[src/rtl/i2c_tgt_pkg.sv]
package i2c_tgt_pkg;

  typedef enum logic [3:0] {
    ST_IDLE,
    ST_ADDR,
    ST_ADDR_ACK,
    ST_WR_WAIT,
    ST_WR_DATA,
    ST_WR_ACK,
    ST_RD_WAIT,
    ST_RD_DATA,
    ST_RD_ACK,
    ST_IGNORE
  } tgtState_e;

  // strobes from control to datapath
  typedef struct packed {
    logic shiftIn;    // sample SDA into shift register
    logic loadTx;     // load txData, drive its MSB
    logic shiftOut;   // advance to next transmit bit
    logic captureRx;  // move shift register to rxData
    logic ackDrive;   // pull SDA low
    logic relSda;     // release SDA
  } dpCmd_t;

endpackage

[src/rtl/i2c_tgt_sync.sv]
module i2c_tgt_sync #(
  parameter int STAGES = 2
) (
  input  logic clk,
  input  logic rstN,
  input  logic sclIn,
  input  logic sdaIn,
  output logic sclS,
  output logic sdaS,
  output logic sclRise,
  output logic sclFall,
  output logic startDet,
  output logic stopDet
);
  logic [STAGES-1:0] sclPipe, sdaPipe;
  logic sclPrev, sdaPrev;

  always_ff @(posedge clk or negedge rstN) begin
    if (!rstN) begin
      sclPipe <= '1;
      sdaPipe <= '1;
      sclPrev <= 1'b1;
      sdaPrev <= 1'b1;
    end else begin
      sclPipe <= {sclPipe[STAGES-2:0], sclIn};
      sdaPipe <= {sdaPipe[STAGES-2:0], sdaIn};
      sclPrev <= sclS;
      sdaPrev <= sdaS;
    end
  end

  assign sclS     = sclPipe[STAGES-1];
  assign sdaS     = sdaPipe[STAGES-1];
  assign sclRise  = sclS & ~sclPrev;
  assign sclFall  = ~sclS & sclPrev;
  assign startDet = sclS & sclPrev & sdaPrev & ~sdaS;
  assign stopDet  = sclS & sclPrev & ~sdaPrev & sdaS;
endmodule

[src/rtl/i2c_tgt_ctrl.sv]
module i2c_tgt_ctrl
  import i2c_tgt_pkg::*;
#(
  parameter int DATA_W = 8
) (
  input  logic   clk,
  input  logic   rstN,
  input  logic   sclRise,
  input  logic   sclFall,
  input  logic   startDet,
  input  logic   stopDet,
  input  logic   addrMatch,
  input  logic   rwBit,
  input  logic   rxValid,
  input  logic   txReady,
  output dpCmd_t cmd,
  output logic   sclLow
);
  localparam int CW = $clog2(DATA_W + 1);
  localparam logic [CW-1:0] LAST = CW'(DATA_W);

  tgtState_e st, stNext;
  logic [CW-1:0] cnt, cntNext;

  always_ff @(posedge clk or negedge rstN) begin
    if (!rstN) begin
      st  <= ST_IDLE;
      cnt <= '0;
    end else begin
      st  <= stNext;
      cnt <= cntNext;
    end
  end

  always_comb begin
    stNext  = st;
    cntNext = cnt;
    cmd     = '0;
    if (startDet) begin
      stNext = ST_ADDR; cntNext = '0; cmd.relSda = 1'b1;
    end else if (stopDet) begin
      stNext = ST_IDLE; cntNext = '0; cmd.relSda = 1'b1;
    end else begin
      case (st)
        ST_ADDR: begin
          if (sclRise) begin
            cmd.shiftIn = 1'b1; cntNext = cnt + 1'b1;
          end else if (sclFall && cnt == LAST) begin
            if (addrMatch) begin
              cmd.ackDrive = 1'b1; stNext = ST_ADDR_ACK;
            end else begin
              stNext = ST_IGNORE;
            end
          end
        end
        ST_ADDR_ACK: if (sclFall) begin
          cmd.relSda = 1'b1; cntNext = '0;
          if (rwBit) begin
            if (txReady) begin cmd.loadTx = 1'b1; stNext = ST_RD_DATA; end
            else stNext = ST_RD_WAIT;
          end else begin
            stNext = rxValid ? ST_WR_WAIT : ST_WR_DATA;
          end
        end
        ST_WR_WAIT: if (!rxValid) stNext = ST_WR_DATA;
        ST_WR_DATA: begin
          if (sclRise) begin
            cmd.shiftIn = 1'b1; cntNext = cnt + 1'b1;
          end else if (sclFall && cnt == LAST) begin
            cmd.captureRx = 1'b1; cmd.ackDrive = 1'b1; stNext = ST_WR_ACK;
          end
        end
        ST_WR_ACK: if (sclFall) begin cmd.relSda = 1'b1; stNext = ST_IGNORE; end
        ST_RD_WAIT: if (txReady) begin cmd.loadTx = 1'b1; stNext = ST_RD_DATA; end
        ST_RD_DATA: begin
          if (sclRise) cntNext = cnt + 1'b1;
          else if (sclFall) begin
            if (cnt == LAST) begin cmd.relSda = 1'b1; stNext = ST_RD_ACK; end
            else cmd.shiftOut = 1'b1;
          end
        end
        ST_RD_ACK: if (sclFall) stNext = ST_IGNORE;
        default: ;
      endcase
    end
  end

  assign sclLow = (st == ST_WR_WAIT) || (st == ST_RD_WAIT);

  p_start_addr_r2: assert property (@(posedge clk) disable iff (!rstN)
    startDet |=> (st == ST_ADDR && cnt == '0));
  p_stop_idle_r2: assert property (@(posedge clk) disable iff (!rstN)
    (stopDet && !startDet) |=> (st == ST_IDLE && !sclLow));
  p_rd_release_r9: assert property (@(posedge clk) disable iff (!rstN)
    (st == ST_RD_WAIT && txReady && !startDet && !stopDet) |=> !sclLow);
  p_wr_release_r7: assert property (@(posedge clk) disable iff (!rstN)
    (st == ST_WR_WAIT && !rxValid && !startDet && !stopDet) |=> !sclLow);
endmodule

[src/rtl/i2c_tgt_dp.sv]
module i2c_tgt_dp
  import i2c_tgt_pkg::*;
#(
  parameter int DATA_W = 8
) (
  input  logic              clk,
  input  logic              rstN,
  input  dpCmd_t            cmd,
  input  logic              sdaS,
  input  logic [DATA_W-2:0] ownAddr,
  input  logic [DATA_W-1:0] txData,
  input  logic              rxClear,
  output logic              addrMatch,
  output logic              rwBit,
  output logic [DATA_W-1:0] rxData,
  output logic              rxValid,
  output logic              sdaLow
);
  logic [DATA_W-1:0] shiftReg;

  always_ff @(posedge clk or negedge rstN) begin
    if (!rstN) begin
      shiftReg <= '0;
      sdaLow   <= 1'b0;
    end else begin
      if (cmd.loadTx) begin
        shiftReg <= txData;
        sdaLow   <= ~txData[DATA_W-1];
      end else if (cmd.shiftOut) begin
        shiftReg <= shiftReg << 1;
        sdaLow   <= ~shiftReg[DATA_W-2];
      end else if (cmd.ackDrive) begin
        sdaLow   <= 1'b1;
      end else if (cmd.relSda) begin
        sdaLow   <= 1'b0;
      end
      if (cmd.shiftIn) shiftReg <= {shiftReg[DATA_W-2:0], sdaS};
    end
  end

  always_ff @(posedge clk or negedge rstN) begin
    if (!rstN) begin
      rxData  <= '0;
      rxValid <= 1'b0;
    end else if (cmd.captureRx) begin
      rxData  <= shiftReg;
      rxValid <= 1'b1;
    end else if (rxClear) begin
      rxValid <= 1'b0;
    end
  end

  assign addrMatch = (shiftReg[DATA_W-1:1] == ownAddr);
  assign rwBit     = shiftReg[0];

  p_rx_hold_r5: assert property (@(posedge clk) disable iff (!rstN)
    (rxValid && !cmd.captureRx && !rxClear) |=> (rxValid && $stable(rxData)));
  p_clear_r6: assert property (@(posedge clk) disable iff (!rstN)
    (rxClear && !cmd.captureRx) |=> !rxValid);
endmodule

[src/rtl/i2c_stretch_target.sv]
module i2c_stretch_target
  import i2c_tgt_pkg::*;
#(
  parameter int DATA_W      = 8,
  parameter int SYNC_STAGES = 2
) (
  input  logic              clk,
  input  logic              rstN,
  input  logic [DATA_W-2:0] ownAddr,
  input  logic              sclIn,
  input  logic              sdaIn,
  output logic              sclDriveLow,
  output logic              sdaDriveLow,
  output logic [DATA_W-1:0] rxData,
  output logic              rxValid,
  input  logic              rxClear,
  input  logic [DATA_W-1:0] txData,
  input  logic              txReady
);
  logic   sclS, sdaS, sclRise, sclFall, startDet, stopDet;
  logic   addrMatch, rwBit;
  dpCmd_t cmd;

  i2c_tgt_sync #(.STAGES(SYNC_STAGES)) sync_i (
    .clk(clk), .rstN(rstN), .sclIn(sclIn), .sdaIn(sdaIn),
    .sclS(sclS), .sdaS(sdaS), .sclRise(sclRise), .sclFall(sclFall),
    .startDet(startDet), .stopDet(stopDet)
  );

  i2c_tgt_ctrl #(.DATA_W(DATA_W)) ctrl_i (
    .clk(clk), .rstN(rstN), .sclRise(sclRise), .sclFall(sclFall),
    .startDet(startDet), .stopDet(stopDet), .addrMatch(addrMatch),
    .rwBit(rwBit), .rxValid(rxValid), .txReady(txReady),
    .cmd(cmd), .sclLow(sclDriveLow)
  );

  i2c_tgt_dp #(.DATA_W(DATA_W)) dp_i (
    .clk(clk), .rstN(rstN), .cmd(cmd), .sdaS(sdaS), .ownAddr(ownAddr),
    .txData(txData), .rxClear(rxClear), .addrMatch(addrMatch),
    .rwBit(rwBit), .rxData(rxData), .rxValid(rxValid), .sdaLow(sdaDriveLow)
  );

  p_sda_scl_low_r8: assert property (@(posedge clk) disable iff (!rstN)
    !$stable(sdaDriveLow) |-> !sclS);
endmodule

[config.mk]
export PLATFORM = sky130hd
export DESIGN_NAME = i2c_stretch_target
export DESIGN_NICKNAME = d
export VERILOG_FILES = /design/src/rtl/i2c_tgt_pkg.sv /design/src/rtl/i2c_tgt_sync.sv /design/src/rtl/i2c_tgt_ctrl.sv /design/src/rtl/i2c_tgt_dp.sv /design/src/rtl/i2c_stretch_target.sv
export SDC_FILE = /design/constraint.sdc
export NUM_CORES = 1
export LEC_CHECK = 0
export BUFFER_PORTS_ARGS = -buffer_cell sky130_fd_sc_hd__buf_2
export CORE_UTILIZATION = 54
export DETAILED_ROUTE_END_ITERATION = 8
export PLACE_DENSITY = 0.77
export SLEW_MARGIN = 20
export SYNTH_ARGS = -nofsm -noshare
export SYNTH_HDL_FRONTEND = slang
export SYNTH_HIERARCHICAL = 1
export SYNTH_SLANG_ARGS = --single-unit
[constraint.sdc]
create_clock -name clk -period 3.4 [get_ports clk]
set_clock_uncertainty 0.1 [all_clocks]
set_input_delay 0.68 -clock clk [delete_from_list [all_inputs] [get_ports clk]]
set_output_delay 0.68 -clock clk [all_outputs]
set_load 0.1 [all_outputs]
==> results.sh, run 1 <==
export IMPL_syn_num_nets=204
export IMPL_synth_top_cell_area_share_pct=34.1
export IMPL_core_area_mm2=0.00336
export IMPL_yosys_register_bits=32
export IMPL_synth_area_top_cells="dfrtp_1, dfstp_2, mux2_2"
export IMPL_maxSlewViolCount=0
export IMPL_hp_class="reg2reg"
export IMPL_clockBufferDepth=2
export IMPL_peakVddDrop_mv=0.346
export IMPL_drt_initial_drc_count=109
export IMPL_drcViolationCount=0
export IMPL_postCtsSetupBuffers=0
export IMPL_regArea_um2=808
export IMPL_ctsHoldBuffers=0
export IMPL_insertion_delay_ns=0.34
export IMPL_end_kind="flip-flop"
export IMPL_cts_tree="built"
export IMPL_final_nets=233
export IMPL_multiInputGateArea_um2=967
export IMPL_vias=1523
export IMPL_n_fill_cell=302
export IMPL_hpwl_mm=2.88
export IMPL_num_rows=21
export IMPL_synth_main_ff_cell="dfrtp_1"
export IMPL_ant_nets=0
export IMPL_grtUsageMet1_pct=30.0
export IMPL_gp_congestion=0.889
export IMPL_cp_required_ns=3.58
export IMPL_syn_to_final_growth_pct=10.8
export IMPL_max_freq_ghz=0.366
export IMPL_rsz0062_at_grt="no"
export IMPL_status="finished, final reports clean"
export IMPL_grt_usage_pct=22.8
export IMPL_relSlewSlack_pct=51.5
export IMPL_p_leak_nw=0.967
export IMPL_avgSynthCellArea_um2=10.5
export IMPL_yosysTopAreaCell="dfrtp_1"
export IMPL_syn_area_mm2=0.00191
export IMPL_ys_types=57
export IMPL_drive_above_1_share_pct=32.7
export IMPL_ios=32
export IMPL_wire_per_inst_um=15.6
export IMPL_finalSetupViolCount=0
export IMPL_synth_edf_count=0
export IMPL_clock_sinks=32
export IMPL_yosysMostFrequentCell="dfrtp_1"
export IMPL_via_per_inst=5.93
export IMPL_diodes=0
export IMPL_post_route_min_period_ns=2.73
export IMPL_grt_antenna_before_repair=0
export IMPL_grt_util_met2_pct=36.0
export IMPL_grt_pass1_vias=1361
export IMPL_worstPathMaxFanout=8
export IMPL_worst_setup_path_start_kind="flip-flop"
export IMPL_initial_core_util_pct=56.7
export IMPL_cap_violations=0
export IMPL_grt_pass1_wl_mm=6.24
export IMPL_die_w_um=61.4
export IMPL_use_met3_pct=7.77
export IMPL_h_tree_depth=2
export IMPL_fin_util_pct=62.8
export IMPL_synthesis_instances=181
export IMPL_worstPathArrival_ns=2.91
export IMPL_post_cts_resized=0
export IMPL_cts_made_buffers=5
export IMPL_seq_area_frac_synth_pct=42.4
export IMPL_die_area_mm2=0.00378
export IMPL_tightest_slew_ns=0.723
export IMPL_ys_async_sr_fraction_pct=100
export IMPL_crit_type="reg2reg"
export IMPL_cts_root_buf="clkbuf_4"
export IMPL_path_clk_slew_ns=0.10
export IMPL_p_per_area_mw_per_mm2=641
export IMPL_overflow=0
export IMPL_period_share_pct=80.3
export IMPL_place_port_buffers=31
export IMPL_hold_viol=0
export IMPL_synth_commonest_cells="dfrtp_1, nand2_1, a21oi_1"
export IMPL_ys_warnings_count=6
export IMPL_wl_mm=4.02
export IMPL_fin_tns_setup_ns=0
export IMPL_die_y_um=61.4
export IMPL_grt_max_degree=33
export IMPL_drt_pass1_iterations=4
export IMPL_top_usage_layer="met2"
[placed cells by master, fill, tap and decap left out, types with 6 or more instances in the layout]
cell type and instances:
a21oi_1 12, dfstp_2 6, mux2_2 8, a22oi_1 7, dfrtp_1 26, nand2_1 14
nor2_1 7, inv_1 7, buf_2 31, nor4b_1 6
[cell families (layout without fill, tap and decap cells)]
family          after synthesis  in the layout  share of synthesized area [%]
simple gates                 63             63                           22.0
compound gates               46             46                           17.0
flops                        32             32                           42.4
buf+inv                      20             50                           7.93
xor+xnor                      9              9                           4.13
mux                           9              9                           5.25
fa+ha+maj                     2              2                           1.31
[state kept, by name, summed over array words and instances, names as in the netlist]
signal          flops
dp_i/rxValid        1
ctrl_i/st           4
sync_i/sdaPipe      2
dp_i/shiftReg       8
dp_i/rxData         8
sync_i/sclPrev      1
dp_i/sdaLow         1
sync_i/sclPipe      2
sync_i/sdaPrev      1
ctrl_i/cnt          4
[power by group]
part / total (mW) / switching, mW / internal, mW
sequential: 0.626 / 0.165 / 0.461
clock: 0.248 / 0.126 / 0.122
combinational: 0.480 / 0.257 / 0.223
[worst max-delay path: stages (launching register included)]
cell	delay, ns
dfstp_2	0.55
nor2b_1	0.45
or4b_1	0.49
a211o_1	0.34
a211oi_4	0.33
nor4b_2	0.28
a31o_1	0.14
[final cells by class]
type	count	share of cell area, %
clock buffer	8	3.26
inverter	7	1.24
multi-input combinational	129	45.8
sequential	32	38.2
tap	46	2.72
timing repair buffer	35	8.76
[final timing paths]
kind | start | end | slack (ns) | cells after the start
setup / recovery | sync_i/sclPrev | ctrl_i/st[2] | 0.67 | 6
hold reg to reg | sync_i/sclPipe[0] | sync_i/sclPipe[1] | 0.26 | 0
min in group asynchronous | rstN | dp_i/rxData[3] | 0.27 | 1
setup reg to reg | sync_i/sclPrev | ctrl_i/st[2] | 0.67 | 6
hold / removal | sync_i/sclPipe[0] | sync_i/sclPipe[1] | 0.26 | 0
max in group asynchronous | rstN | dp_i/shiftReg[1] | 2.48 | 1
[stage by stage]
step / hold slack (ns) / cells / total power, mW / setup slack [ns] / instance area (um^2)
2_1_floorplan: 0.245 / 181 / 1.04 / 0.557 / 1910
3_3_place_gp: 0.246 / 249 / 1.08 / 0.751 / 2040
3_5_place_dp: 0.249 / 249 / 1.10 / 0.712 / 2040
4_1_cts: 0.265 / 257 / 1.35 / 0.703 / 2110
5_1_grt: 0.266 / 257 / 1.43 / 0.568 / 2110
6_report: 0.256 / 257 / 1.35 / 0.671 / 2110
[layer usage]
metal | share of wire [%] | up-vias
li1 | - | 724
met1 | 42 | 723
met2 | 49 | 71
met3 | 7.3 | 5
met4 | 1.4 | 0
met5 | 0 | -
(Power assumes the default switching activity.)
==> run 2: changes to the inputs <==
--- a/config.mk
+++ b/config.mk
@@ -5,10 +5,11 @@
 export SDC_FILE = /design/constraint.sdc
 export NUM_CORES = 1
 export LEC_CHECK = 0
+export ABC_AREA = 1
 export BUFFER_PORTS_ARGS = -buffer_cell sky130_fd_sc_hd__buf_2
-export CORE_UTILIZATION = 54
+export CORE_UTILIZATION = 51
 export DETAILED_ROUTE_END_ITERATION = 8
-export PLACE_DENSITY = 0.77
+export PLACE_DENSITY = 0.76
 export SLEW_MARGIN = 20
 export SYNTH_ARGS = -nofsm -noshare
 export SYNTH_HDL_FRONTEND = slang
==> constraint.sdc (replaced) <==
create_clock -name clk -period 2.2 [get_ports clk]
set_clock_uncertainty 0.1 [all_clocks]
set_input_delay 0.44 -clock clk [delete_from_list [all_inputs] [get_ports clk]]
set_output_delay 0.44 -clock clk [all_outputs]
set_load 0.1 [all_outputs]
==> run 2 against run 1 <==
  * First-iteration DRC count up 11%
  * Synthesized cell count is 57% higher
  * Non-clock buffer count up 1
  * Cell count grew 45%
  * Sequential cell count did not move
  * Critical endpoint is now sclDriveLow
==> results.sh, run 2 <==
export IMPL_via_per_inst=5.00
export IMPL_final_nets=346
export IMPL_end_kind="output pin"
export IMPL_grt_usage_pct=22.9
export IMPL_drt_pass1_iterations=4
export IMPL_fin_util_pct=62.0
export IMPL_fin_area_mm2=0.00234
export IMPL_worstPathMaxFanout=5
export IMPL_seq_area_frac_synth_pct=39.4
export IMPL_p_per_area_mw_per_mm2=899
export IMPL_die_y_um=65.4
export IMPL_maxSlewViolCount=0
export IMPL_period_share_pct=97.3
export IMPL_cts_root_buf="clkbuf_8"
export IMPL_n_fill_cell=354
export IMPL_hpwl_mm=3.39
export IMPL_synthesis_instances=285
export IMPL_ios=32
export IMPL_fin_cells=372
export IMPL_place_ws_ns=0.161
export IMPL_die_w_um=65.4
export IMPL_syn_num_nets=308
export IMPL_rr_endpoint="dp_i/shiftReg[1]"
export IMPL_worstPathArrival_ns=1.60
export IMPL_cap_violations=0
export IMPL_tightest_slew_ns=0.702
export IMPL_peakVddDrop_mv=0.465
export IMPL_cp_required_ns=1.66
export IMPL_r2r_start="sync_i/sclPipe[1]"
export IMPL_gp_congestion=0.952
export IMPL_grt_pass1_vias=1692
export IMPL_syn_to_final_growth_pct=14.0
export IMPL_ys_warnings_count=6
export IMPL_hold_worst_slack_ns=0.101
export IMPL_synth_top_cell_area_share_pct=31.7
export IMPL_rsz0062_at_grt="no"
export IMPL_finalSetupViolCount=0
export IMPL_cp_startpoint="ctrl_i/st[3]"
export IMPL_crit_type="reg2out"
export IMPL_critical_path_max_stage_delay_ns=0.46
export IMPL_wl_mm=4.36
export IMPL_p_leak_nw=1.27
export IMPL_place_inst=364
export IMPL_worst_setup_path_start_kind="flip-flop"
export IMPL_place_port_buffers=31
export IMPL_reg2reg_slack_ns=0.15
export IMPL_drt_initial_drc_count=121
export IMPL_grt_pass1_wl_mm=7.36
export IMPL_yosys_register_bits=32
export IMPL_path_cells="nor2_2 -> nand3_1 -> nand2_1 -> buf_4"
export IMPL_regArea_um2=810
export IMPL_die_area_mm2=0.00428
export IMPL_ys_types=30
export IMPL_synth_commonest_cells="nand2_1, inv_1, dfrtp_1"
export IMPL_status="finished, final reports clean"
export IMPL_avgSynthCellArea_um2=7.20
export IMPL_synth_main_ff_cell="dfrtp_1"
export IMPL_fin_tns_setup_ns=0
export IMPL_insertion_delay_ns=0.29
export IMPL_cts_tree="built"
export IMPL_max_freq_ghz=0.467
export IMPL_post_route_min_period_ns=2.14
export IMPL_synth_area_top_cells="dfrtp_1, nand2_1, dfstp_2"
export IMPL_ant_nets=0
export IMPL_relSlewSlack_pct=53.2
export IMPL_finalPower_mw=2.10
export IMPL_synth_edf_count=0
export IMPL_multiInputGateArea_mm2=0.00101
export IMPL_num_rows=22
export IMPL_ys_async_sr_fraction_pct=100
export IMPL_wire_per_inst_um=11.7
export IMPL_path_clk_slew_ns=0.08
export IMPL_top_regs="dp_i/rxData: 8 flops, dp_i/shiftReg: 8 flops"
export IMPL_grt_max_degree=33
export IMPL_hold_viol=0
export IMPL_yosysTopAreaCell="dfrtp_1"
export IMPL_drive_above_1_share_pct=25.3
export IMPL_placed_area_mm2=0.00225
export IMPL_hp_class="in2async"
export IMPL_ctsHoldBuffers=0
export IMPL_reg2reg_depth=11
export IMPL_mostFrequentLayoutCells="nand2_1, inv_1, buf_2, dfrtp_1, nor2_1"
export IMPL_vias=1859
export IMPL_initial_core_util_pct=54.4
export IMPL_clock_sinks=32
export IMPL_syn_area_mm2=0.00205
export IMPL_cp_slowest_cell="dfrtp_1"
export IMPL_h_tree_depth=2
export IMPL_drcViolationCount=0
export IMPL_grt_antenna_before_repair=0
export IMPL_diodes=0
export IMPL_cts_made_buffers=5
export IMPL_postCtsSetupBuffers=0
export IMPL_yosysMostFrequentCell="nand2_1"
export IMPL_setup_ws_ns=0.0603
export IMPL_clockBufferDepth=2
export IMPL_final_common_cell="nand2_1"
export IMPL_core_area_mm2=0.00377
export IMPL_overflow=0
## run 2: cells by family (layout without fill, tap and decap cells)
| family | Yosys count | count (layout) | synth area share (%) |
|---|---|---|---|
| compound gates | 32 | 32 | 9.40 |
| fa+ha+maj | 2 | 2 | 1.22 |
| simple gates | 165 | 165 | 37.6 |
| flops | 32 | 32 | 39.4 |
| buf+inv | 52 | 91 | 11.5 |
| xor+xnor | 2 | 2 | 0.854 |
## run 2: worst max path at each step
stage / cells after the start / slack (ns) / to
2_1_floorplan: 10 / 0.15 / dp_i/shiftReg[1]
3_3_place_gp: 11 / 0.24 / dp_i/shiftReg[1]
3_5_place_dp: 11 / 0.16 / dp_i/shiftReg[1]
4_1_cts: 4 / 0.07 / sclDriveLow
5_1_grt: 11 / 0.006 / dp_i/shiftReg[3]
6_report: 4 / 0.06 / sclDriveLow
## run 2: cell type report
| cell class | instances | area share (%) |
|---|---|---|
| Clock inverter | 2 | 0.535 |
| Multi-Input combinational cell | 201 | 43.1 |
| Timing Repair Buffer | 36 | 8.35 |
| Inverter | 47 | 7.70 |
| Sequential cell | 32 | 34.6 |
| Tap cell | 48 | 2.57 |
| Clock buffer | 6 | 3.10 |
## run 2: routing by layer
metal	GRT usage, %	routed length (um)	vias to the layer above
li1	-	-	963
met1	31.4	2150	834
met2	33.6	1910	54
met3	5.73	225	8
met4	10.9	72	0
met5	0	0	-
## run 2: repair_timing
| action | 4_1_cts | 5_1_grt |
|---|---|---|
| gates resized for setup | 1 | 3 |
| setup endpoints to repair | 1 | 10 |
| hold endpoints to repair | 0 | 0 |
## run 2: power breakdown
| group | internal (mW) | switching, mW | leakage [nW] |
|---|---|---|---|
| clock network | 0.221 | 0.222 | 0.0412 |
| logic | 0.297 | 0.525 | 0.825 |
| registers | 0.708 | 0.130 | 0.406 |
| total | 1.23 | 0.876 | 1.27 |
## run 2: worst max-delay path: cells and delay by family (launching register included)
| family | cells | cell delay, ns |
|---|---|---|
| AND/OR/NAND/NOR | 3 | 0.56 |
| flip-flops | 1 | 0.46 |
| buffers and inverters | 1 | 0.28 |
